### config.mk
export PLATFORM = sky130hd
export DESIGN_NAME = twoway_lru_cache
export DESIGN_NICKNAME = d
export VERILOG_FILES = /design/src/rtl/twoway_cache_pkg.sv /design/src/rtl/twoway_cache_lookup.sv /design/src/rtl/twoway_cache_store.sv /design/src/rtl/twoway_lru_cache.sv
export SDC_FILE = /design/constraint.sdc
export NUM_CORES = 1
export LEC_CHECK = 0
export CAP_MARGIN = 20
export CORE_MARGIN = 5
export CORE_UTILIZATION = 30
export CTS_BUF_LIST = sky130_fd_sc_hd__clkbuf_4 sky130_fd_sc_hd__clkbuf_8
export CTS_CLUSTER_SIZE = 12
export DETAILED_ROUTE_END_ITERATION = 16
export PLACE_DENSITY = 0.46
export SLEW_MARGIN = 20
export SYNTH_ARGS = -nofsm -noshare
export SYNTH_HDL_FRONTEND = slang
export SYNTH_HIERARCHICAL = 1
export SYNTH_SLANG_ARGS = --single-unit
### constraint.sdc
create_clock -name clk -period 4 [get_ports clk]
set_clock_uncertainty 0.2 [all_clocks]
set_input_delay 0.6 -clock clk [delete_from_list [all_inputs] [get_ports clk]]
set_output_delay 0.6 -clock clk [all_outputs]
set_load 0.01 [all_outputs]
### src/rtl/twoway_cache_pkg.sv
package twoway_cache_pkg;

    typedef logic [0:0] way_t;

    // Fill target: lowest empty way, else the least recently used one.
    function automatic way_t pick_victim(input logic [1:0] vld, input logic lru);
        if (!vld[0])      return 1'b0;
        else if (!vld[1]) return 1'b1;
        else              return lru;
    endfunction

endpackage

### src/rtl/twoway_cache_lookup.sv
module twoway_cache_lookup
    import twoway_cache_pkg::*;
#(
    parameter int TAG_W  = 7,
    parameter int DATA_W = 16
) (
    input  logic [1:0]             rd_vld,
    input  logic [1:0][TAG_W-1:0]  rd_tag,
    input  logic [1:0][DATA_W-1:0] rd_dat,
    input  logic                   rd_lru,
    input  logic [TAG_W-1:0]       req_tag,
    output logic [1:0]             hit_vec,
    output logic                   hit,
    output way_t                   hit_way,
    output way_t                   vic_way,
    output logic [DATA_W-1:0]      hit_data
);

    // One comparator per way, evaluated in parallel.
    for (genvar w = 0; w < 2; w++) begin : g_cmp
        assign hit_vec[w] = rd_vld[w] && (rd_tag[w] == req_tag);
    end

    assign hit      = |hit_vec;
    assign hit_way  = hit_vec[1];
    assign hit_data = hit_vec[1] ? rd_dat[1] : rd_dat[0];
    assign vic_way  = pick_victim(rd_vld, rd_lru);

endmodule

### src/rtl/twoway_cache_store.sv
module twoway_cache_store
    import twoway_cache_pkg::*;
#(
    parameter int SETS   = 2,
    parameter int IDX_W  = 1,
    parameter int TAG_W  = 7,
    parameter int DATA_W = 16
) (
    input  logic                   clk,
    input  logic                   rst_n,
    input  logic [IDX_W-1:0]       acc_set,
    input  logic                   wr_en,
    input  way_t                   wr_way,
    input  logic [TAG_W-1:0]       wr_tag,
    input  logic [DATA_W-1:0]      wr_data,
    input  logic                   touch_en,
    input  way_t                   touch_way,
    output logic [1:0]             rd_vld,
    output logic [1:0][TAG_W-1:0]  rd_tag,
    output logic [1:0][DATA_W-1:0] rd_dat,
    output logic                   rd_lru
);

    typedef struct packed {
        logic [SETS-1:0][1:0]             vld;
        logic [SETS-1:0][1:0][TAG_W-1:0]  tag;
        logic [SETS-1:0][1:0][DATA_W-1:0] dat;
        logic [SETS-1:0]                  lru;  // index of the least recently used way
    } store_t;

    store_t st_d, st_q;

    always_comb begin
        st_d = st_q;
        if (wr_en) begin
            st_d.vld[acc_set][wr_way] = 1'b1;
            st_d.tag[acc_set][wr_way] = wr_tag;
            st_d.dat[acc_set][wr_way] = wr_data;
        end
        if (touch_en) begin
            st_d.lru[acc_set] = ~touch_way;
        end
    end

    always_ff @(posedge clk or negedge rst_n) begin
        if (!rst_n) st_q <= '0;
        else        st_q <= st_d;
    end

    assign rd_vld = st_q.vld[acc_set];
    assign rd_tag = st_q.tag[acc_set];
    assign rd_dat = st_q.dat[acc_set];
    assign rd_lru = st_q.lru[acc_set];

    // a fill into a set with way 0 empty lands in way 0
    p_fill_empty_first_r4: assert property (@(posedge clk) disable iff (!rst_n)
        (wr_en && !st_q.vld[acc_set][0]) |-> (wr_way == 1'b0));

    // a fill into a full set overwrites the recorded LRU way
    p_victim_is_lru_r5: assert property (@(posedge clk) disable iff (!rst_n)
        (wr_en && (&st_q.vld[acc_set])) |-> (wr_way == st_q.lru[acc_set]));

    // after a touch the set's LRU bit names the untouched way
    p_lru_other_way_r6: assert property (@(posedge clk) disable iff (!rst_n)
        touch_en |=> (st_q.lru[$past(acc_set)] != $past(touch_way)));

endmodule

### src/rtl/twoway_lru_cache.sv
module twoway_lru_cache
    import twoway_cache_pkg::*;
#(
    parameter int ADDR_W = 8,
    parameter int DATA_W = 16,
    parameter int SETS   = 2,
    parameter int CNT_W  = 16
) (
    input  logic              clk,
    input  logic              rst_n,
    input  logic              req_valid,
    input  logic [ADDR_W-1:0] req_addr,
    output logic              mem_rd_en,
    output logic [ADDR_W-1:0] mem_rd_addr,
    input  logic [DATA_W-1:0] mem_rd_data,
    output logic              resp_valid,
    output logic              resp_hit,
    output logic [DATA_W-1:0] resp_data,
    output logic [CNT_W-1:0]  hit_count,
    output logic [CNT_W-1:0]  miss_count
);

    localparam int IDX_W = $clog2(SETS);
    localparam int TAG_W = ADDR_W - IDX_W;

    typedef struct packed {
        logic              resp_valid;
        logic              resp_hit;
        logic [DATA_W-1:0] resp_data;
        logic [CNT_W-1:0]  hits;
        logic [CNT_W-1:0]  misses;
    } top_t;

    top_t top_d, top_q;

    logic [IDX_W-1:0]       req_set;
    logic [TAG_W-1:0]       req_tag;
    logic [1:0]             rd_vld;
    logic [1:0][TAG_W-1:0]  rd_tag;
    logic [1:0][DATA_W-1:0] rd_dat;
    logic                   rd_lru;
    logic [1:0]             hit_vec;
    logic                   hit;
    way_t                   hit_way;
    way_t                   vic_way;
    logic [DATA_W-1:0]      hit_data;
    logic                   fill_en;
    way_t                   touch_way;

    assign req_set   = req_addr[IDX_W-1:0];
    assign req_tag   = req_addr[ADDR_W-1:IDX_W];
    assign fill_en   = req_valid && !hit;
    assign touch_way = hit ? hit_way : vic_way;

    twoway_cache_store #(
        .SETS   (SETS),
        .IDX_W  (IDX_W),
        .TAG_W  (TAG_W),
        .DATA_W (DATA_W)
    ) i_store (
        .clk       (clk),
        .rst_n     (rst_n),
        .acc_set   (req_set),
        .wr_en     (fill_en),
        .wr_way    (vic_way),
        .wr_tag    (req_tag),
        .wr_data   (mem_rd_data),
        .touch_en  (req_valid),
        .touch_way (touch_way),
        .rd_vld    (rd_vld),
        .rd_tag    (rd_tag),
        .rd_dat    (rd_dat),
        .rd_lru    (rd_lru)
    );

    twoway_cache_lookup #(
        .TAG_W  (TAG_W),
        .DATA_W (DATA_W)
    ) i_lookup (
        .rd_vld   (rd_vld),
        .rd_tag   (rd_tag),
        .rd_dat   (rd_dat),
        .rd_lru   (rd_lru),
        .req_tag  (req_tag),
        .hit_vec  (hit_vec),
        .hit      (hit),
        .hit_way  (hit_way),
        .vic_way  (vic_way),
        .hit_data (hit_data)
    );

    always_comb begin
        top_d            = top_q;
        top_d.resp_valid = req_valid;
        if (req_valid) begin
            top_d.resp_hit  = hit;
            top_d.resp_data = hit ? hit_data : mem_rd_data;
            if (hit) top_d.hits   = top_q.hits + CNT_W'(1);
            else     top_d.misses = top_q.misses + CNT_W'(1);
        end
    end

    always_ff @(posedge clk or negedge rst_n) begin
        if (!rst_n) top_q <= '0;
        else        top_q <= top_d;
    end

    assign mem_rd_en   = fill_en;
    assign mem_rd_addr = req_addr;
    assign resp_valid  = top_q.resp_valid;
    assign resp_hit    = top_q.resp_hit;
    assign resp_data   = top_q.resp_data;
    assign hit_count   = top_q.hits;
    assign miss_count  = top_q.misses;

    logic [CNT_W-1:0] total_cnt;
    assign total_cnt = top_q.hits + top_q.misses;

    // a tag never sits in both ways of one set
    p_single_match_r2: assert property (@(posedge clk) disable iff (!rst_n)
        req_valid |-> ($countones(hit_vec) <= 1));

    // every miss response was preceded by a memory read
    p_miss_reads_mem_r3: assert property (@(posedge clk) disable iff (!rst_n)
        (resp_valid && !resp_hit) |-> $past(mem_rd_en));

    // each response advances the two counters by exactly one in total
    p_count_step_r7: assert property (@(posedge clk) disable iff (!rst_n)
        resp_valid |-> (total_cnt == $past(total_cnt) + CNT_W'(1)));

    // an idle cycle produces no response and leaves the counters alone
    p_idle_quiet_r9: assert property (@(posedge clk) disable iff (!rst_n)
        !req_valid |=> (!resp_valid && $stable(total_cnt)));

    // no memory traffic without a request
    p_idle_no_mem_r9: assert property (@(posedge clk) disable iff (!rst_n)
        !req_valid |-> !mem_rd_en);

endmodule

==> results of run 1 <==
sequential cells by signal, indices dropped and copies added, names as in the netlist:
signal        flops
resp_data        16
resp_hit          1
resp_valid        1
hit_count        16
miss_count       16
i_store/st_q     98
worst paths after layout:
check	to	cells past startpoint	start
min	miss_count[11]	1	rst_n
max	mem_rd_en	9	req_addr[0]
min reg2reg	hit_count[15]	1	hit_count[15]
min in group clk	hit_count[15]	1	hit_count[15]
max reg2reg	i_store/st_q[5]	11	i_store/st_q[75]
max in group asynchronous	i_store/st_q[17]	2	rst_n
final cells by class:
cell class | instances | area (sq um)
Clock buffer | 20 | 262.8
Clock inverter | 10 | 181.4
Fill cell | 2182 | 14140
Inverter | 5 | 18.77
Multi-Input combinational cell | 328 | 3015
Sequential cell | 148 | 3704
Tap cell | 285 | 356.6
Timing Repair Buffer | 104 | 1035
power groups by stage:
stage,Combinational [W],Sequential (W),Clock [W]
floorplan,0.00115,0.00230,0
global placement,0.00157,0.00235,0
detailed placement,0.00160,0.00237,0
CTS,0.00161,0.00234,0.00138
global route,0.00174,0.00241,0.00144
finish,0.00158,0.00234,0.00132
metal layers:
metal	vias up	GRT usage [%]	part of all wire (%)
li1	1972	-	-
met1	2133	15.92	47
met2	71	20.41	48
met3	12	2.867	3.7
met4	0	3.691	1.1
met5	-	0	0
through the flow:
step / cell area, sq um / util (%) / hold WS, ps / setup slack [ps]
2_1_floorplan: 6954 / - / 104.4 / 418.6
3_3_place_gp: 8129 / 35.80 / 246.2 / 260.6
3_5_place_dp: 8129 / 35.80 / 246.7 / 274.9
4_1_cts: 8573 / 37.75 / 7.505 / 275.3
5_1_grt: 8573 / 37.75 / 47.58 / 206.9
6_report: 8573 / 37.75 / -6.945 / 299.4
==> load_flow_metrics.sql, run 1 <==
INSERT INTO impl_metrics (metric_group, metric, value, unit) VALUES
('run_status', 'run_status', 'finished with violations', ''),
('run_status', 'failing_checks', 'negative hold slack', ''),
('global_route', 'via_count_of_the_first_global_routing_pass', '4639', ''),
('power_and_ir_drop', 'internal_power', '0.003817', 'W'),
('timing', 'period_share', '92.52', '%'),
('timing', 'finalSetupTns', '0', 'ps'),
('place', 'place_inst', '870', ''),
('logic_synthesis', 'syn-cell-area', '0.006954', 'sq mm'),
('worst_setup_path', 'cp_slowest_stage_delay', '610', 'ps'),
('worst_setup_path', 'critical-path-slowest-cell', 'clkdlybuf4s50_1', ''),
('cts', 'cts-hold-fix-buffers', '0', ''),
('cts', 'clock_tree_from_tritoncts', 'yes', ''),
('global_route', 'grt_start_max_net_pins', '77', ''),
('final_layout', 'layoutNonFillerInstCount', '900', ''),
('timing', 'max_clock_freq', '270.2', 'MHz'),
('route', 'route.detailed.drc', '0', ''),
('cts', 'clock_path_buffers', '2', ''),
('power_and_ir_drop', 'p_sw', '0.001422', 'W'),
('cts', 'tritoncts.num_buffers', '17', ''),
('route', 'totalWireLength', '15.40', 'mm'),
('worst_setup_path', 'path_cells', 'buf_2 > mux2_2 > xnor2_1 > nand4_1 > nor2_4 > or2_2 > nor2b_1 > buf_4 > clkdlybuf4s50_1', ''),
('place', 'placement.io_buffers', '85', ''),
('worst_setup_path', 'critPathLaunchType', 'input pin', ''),
('global_route', 'grt-ovfl-total', '0', ''),
('route', 'ant_nets', '0', ''),
('timing', 'fin_hold_ws', '-6.945', 'ps'),
('floorplanning', 'design.die.area', '0.02633', 'sq mm'),
('worst_setup_path', 'cp_num_buf_inv', '3', ''),
('power_and_ir_drop', 'ir_drop', '0.2378', 'mV'),
('worst_setup_path', 'path_max_fanout', '20', ''),
('global_route', 'antenna_found_initial', '0', ''),
('cts', 'clockRootBuffer', 'clkbuf_8', ''),
('power_and_ir_drop', 'sequentialPowerShare', '44.6', '%'),
('route', 'drtPass1Iterations', '6', ''),
('logic_synthesis', 'yosysWarnings', '6', ''),
('cts', 'cts.reportedPaths.clkPinSlew', '80', 'ps'),
('power_and_ir_drop', 'clock_power_share', '25.3', '%'),
('final_layout', 'mostFrequentLayoutCell', 'mux2_2', ''),
('cts', 'cts.repair.resized', '0', ''),
('hold_path', 'hold_class', 'input pin to async pin', ''),
('power_and_ir_drop', 'leakage', '3.535', 'nW'),
('route', 'vias', '4188', ''),
('cts', 'clock_insertion_delay_worst_skew', '440', 'ps'),
('floorplanning', 'fp.dieW', '162.3', 'microns'),
('final_layout', 'antenna_cells_inserted', '0', ''),
('cts', 'postCtsSetupBuffers', '0', ''),
('worst_setup_path', 'cp_top_family', 'buffers and inverters', ''),
('timing', 'hold_viol', '10', ''),
('worst_setup_path', 'required', '3200', 'ps'),
('cts', 'cts_htree_levels', '4', ''),
('route', 'route.detailed.vias_per_inst', '4.653', ''),
('floorplanning', 'initial_core_util', '30.62', '%'),
('timing', 'pins_over_slew_limit', '0', ''),
('power_and_ir_drop', 'finalPower', '0.005239', 'W'),
('place', 'place.detailed.hpwl', '10.26', 'mm'),
('cts', 'clock_sinks', '148', ''),
('logic_synthesis', 'postSynthNetCount', '541', ''),
('worst_setup_path', 'start_to_end_type_of_the_worst_setup_path', 'input pin to primary output', ''),
('global_route', 'grt_pass1_wl', '25.14', 'mm'),
('power_and_ir_drop', 'power_density', '611.1', 'mW/mm^2'),
('floorplanning', 'io_pins', '86', ''),
('timing', 'rsz0062_at_grt', 'false', ''),
('power_and_ir_drop', 'power.switching_fraction', '27.15', '%'),
('timing', 'maxSlewHeadroom', '48.58', '%'),
('floorplanning', 'fp-row-count', '55', ''),
('floorplanning', 'floorplan.die.height', '162.3', 'microns'),
('final_layout', 'most-common-layout-cells', 'mux2_2, dfrtp_1, clkdlybuf4s50_1', ''),
('worst_setup_path', 'cp.arrival', '2900', 'ps'),
('power_and_ir_drop', 'pwr-share-comb', '30.1', '%'),
('final_layout', 'layout_area_growth_over_synthesis', '23.28', '%'),
('worst_setup_path', 'regToRegSetupSlack', '1100', 'ps');
(Power assumes the default switching activity.)
==> run 2: changes to the inputs <==
--- a/config.mk
+++ b/config.mk
@@ -9,6 +9,7 @@
 export CORE_MARGIN = 5
 export CORE_UTILIZATION = 30
 export CTS_BUF_LIST = sky130_fd_sc_hd__clkbuf_4 sky130_fd_sc_hd__clkbuf_8
+export CTS_CLUSTER_DIAMETER = 150
 export CTS_CLUSTER_SIZE = 12
 export DETAILED_ROUTE_END_ITERATION = 16
 export PLACE_DENSITY = 0.46
==> results of run 2 <==
The final DEF is identical to that of run 1; final timing and power are the same.
==> run 3: changes to the inputs <==
--- a/config.mk
+++ b/config.mk
@@ -7,12 +7,14 @@
 export LEC_CHECK = 0
 export CAP_MARGIN = 20
 export CORE_MARGIN = 5
-export CORE_UTILIZATION = 30
+export CORE_UTILIZATION = 45
 export CTS_BUF_LIST = sky130_fd_sc_hd__clkbuf_4 sky130_fd_sc_hd__clkbuf_8
 export CTS_CLUSTER_DIAMETER = 150
 export CTS_CLUSTER_SIZE = 12
 export DETAILED_ROUTE_END_ITERATION = 16
-export PLACE_DENSITY = 0.46
+export GPL_TIMING_DRIVEN = 1
+export MAX_ROUTING_LAYER = met4
+export PLACE_DENSITY = 0.65
 export SLEW_MARGIN = 20
 export SYNTH_ARGS = -nofsm -noshare
 export SYNTH_HDL_FRONTEND = slang
==> run 3 against run 2 <==
Against the previous run: the run now ends clean; non-clock buffer count decreased by 3; critical path depth decreased by 1; largest power group unchanged; cell area decreased by 1.6%; highest routed layer unchanged; clock power grew 6%; global-route usage rose by 4.3 points.
==> load_flow_metrics.sql, run 3 (synthesis results as in run 1) <==
INSERT INTO impl_metrics (metric_group, metric, value, unit) VALUES
('worst_setup_path', 'start_to_end_type_of_the_worst_setup_path', 'input pin to primary output', ''),
('place', 'placement.io_buffers', '85', ''),
('final_layout', 'antenna_cells_inserted', '0', ''),
('final_layout', 'ff_latch_area', '0.003704', 'sq mm'),
('route', 'avgRoutedWirePerCell', '16.92', 'microns'),
('floorplanning', 'fp-row-count', '45', ''),
('floorplanning', 'floorplan.die.height', '134.3', 'microns'),
('cts', 'clock_sinks', '148', ''),
('floorplanning', 'fp.coreArea', '0.01520', 'sq mm'),
('route', 'vias', '4177', ''),
('cts', 'cts.repair.resized', '0', ''),
('power_and_ir_drop', 'leakage', '3.529', 'nW'),
('final_layout', 'layout_area_growth_over_synthesis', '21.32', '%'),
('worst_setup_path', 'regToRegSetupSlack', '1040', 'ps'),
('route', 'wirelength_met1', '6.381', 'mm'),
('cts', 'postCtsSetupBuffers', '0', ''),
('timing', 'hold_viol', '0', ''),
('route', 'drtPass1Iterations', '4', ''),
('power_and_ir_drop', 'power_density', '627.2', 'mW/mm^2'),
('cts', 'clock_insertion_delay_worst_skew', '440', 'ps'),
('place', 'dpl_cell_area', '0.007948', 'sq mm'),
('timing', 'transition_at_the_pin_with_the_smallest_max_transition_slack', '848.4', 'ps'),
('power_and_ir_drop', 'finalPower', '0.005291', 'W'),
('global_route', 'via_count_of_the_first_global_routing_pass', '4454', ''),
('floorplanning', 'io_pins', '86', ''),
('final_layout', 'design.final.nets', '630', ''),
('cts', 'clock_path_buffers', '2', ''),
('timing', 'period_share', '94.09', '%'),
('worst_setup_path', 'timing.critical_path.to_type', 'primary output', ''),
('power_and_ir_drop', 'ir_drop', '0.3066', 'mV'),
('cts', 'cts_htree_levels', '4', ''),
('floorplanning', 'design.die.area', '0.01804', 'sq mm'),
('route', 'wl_met3', '494', 'microns'),
('route', 'route.detailed.vias_per_inst', '5.215', ''),
('worst_setup_path', 'critPathLaunchType', 'input pin', ''),
('final_layout', 'multiInputGateArea', '0.003015', 'sq mm'),
('cts', 'clock_tree_from_tritoncts', 'yes', ''),
('global_route', 'grt_pass1_wl', '23.11', 'mm'),
('global_route', 'grt_start_max_net_pins', '92', ''),
('place', 'place.detailed.hpwl', '9.052', 'mm'),
('place', 'finalWeightedCongestion', '0.7843', ''),
('final_layout', 'layout.cell_area.non_filler', '0.008437', 'sq mm'),
('cts', 'cts-hold-fix-buffers', '0', ''),
('timing', 'finalSetupTns', '0', 'ps'),
('timing', 'fin_hold_ws', '43.56', 'ps'),
('worst_setup_path', 'required', '3200', 'ps'),
('timing', 'max_clock_freq', '265.7', 'MHz'),
('global_route', 'grt-ovfl-total', '0', ''),
('final_layout', 'largest_register_ff_count', '98', ''),
('timing', 'finalWorstPathRequiredPeriod', '3764', 'ps'),
('cts', 'tritoncts.num_buffers', '17', ''),
('final_layout', 'layout.filler_cells', '1241', ''),
('final_layout', 'largest_register', 'i_store/st_q', ''),
('worst_setup_path', 'reg2reg_depth', '10', ''),
('floorplanning', 'initial_core_util', '45.74', '%'),
('floorplanning', 'fp.dieW', '134.3', 'microns'),
('route', 'top_layer', 'met4', ''),
('timing', 'setup_violations', '0', ''),
('final_layout', 'final_util', '55.50', '%'),
('timing', 'maxSlewHeadroom', '43.44', '%'),
('worst_setup_path', 'path_max_fanout', '23', ''),
('route', 'route.detailed.drc', '0', ''),
('global_route', 'antenna_found_initial', '0', ''),
('final_layout', 'mostFrequentLayoutCell', 'mux2_2', ''),
('cts', 'clockRootBuffer', 'clkbuf_8', ''),
('route', 'met2_length', '6.512', 'mm'),
('global_route', 'globalRouteTotalUtil', '16.57', '%'),
('run_status', 'run_status', 'finished, final reports clean', ''),
('timing', 'pins_over_slew_limit', '0', ''),
('final_layout', 'most-common-layout-cells', 'mux2_2, dfrtp_1, clkdlybuf4s50_1', ''),
('route', 'ant_nets', '0', ''),
('worst_setup_path', 'rr_endpoint', 'i_store/st_q[12]', ''),
('route', 'totalWireLength', '13.55', 'mm'),
('final_layout', 'drive_above_1_share', '35.89', '%'),
('worst_setup_path', 'cp.arrival', '2960', 'ps'),
('worst_setup_path', 'regToRegStartpoint', 'i_store/st_q[89]', ''),
('timing', 'rsz0062_at_grt', 'false', ''),
('job', 'max-cap-violations', '0', ''),
('hold_path', 'hold_class', 'input pin to async pin', ''),
('cts', 'cts.reportedPaths.clkPinSlew', '80', 'ps'),
('route', 'initialDrtViolationCount', '159', '');
[run 3: changes by cell type in the layout (fill, tap and decap cells not counted), sizes merged]
| cell | delta |
|---|---|
| clkinv | -1 |
| clkinvlp | -1 |
| bufinv | +1 |
| buf | -3 |
| clkbuf | +2 |
[run 3: how the worst max path moves through the flow]
| stage | slack (ps) | start | endpoint |
|---|---|---|---|
| 3_3_place_gp | 230 | req_addr[0] | i_store/st_q[10] |
| 5_1_grt | 110 | req_addr[0] | mem_rd_en |
| 3_5_place_dp | 240 | req_addr[0] | i_store/st_q[7] |
| 4_1_cts | 240 | req_addr[0] | mem_rd_en |
| 6_report | 240 | req_addr[0] | mem_rd_en |
| 2_1_floorplan | 420 | req_addr[0] | i_store/st_q[2] |
[run 3: area by class of cell]
class / instances / share of cell area (%)
flip-flops and latches: 148 / 43.90
multi-input cells: 328 / 35.74
repair buffers: 101 / 11.55
clock buffers: 22 / 3.441
well taps: 188 / 2.788
clock inverters: 9 / 2.358
inverters: 5 / 0.2225
[run 3: where the power goes]
part           switching [W]  internal, W
logic               0.000564     0.000991
clock network       0.000534     0.000866
registers           0.000288      0.00205
[run 3: worst max-delay path: stages]
cell,delay [ps]
buf_2,440
mux2_2,410
xnor2_1,120
nand4_1,170
nor2_4,60
or2_2,310
nor2b_1,240
clkdlybuf4s50_1,610
[run 3: metrics by stage]
step	cells	setup slack, ps
after global routing	801	111.8
final	801	236.4
after global placement	770	232.6
after floorplan	512	418.6
after CTS	801	240.9
after detailed placement	770	237.9
[run 3: metal layers]
metal | track usage (%) | up-vias
met2 | 26.06 | 74
met3 | 3.713 | 15
met5 | - | -
li1 | - | 1965
met4 | 5.090 | 0
met1 | 21.57 | 2123
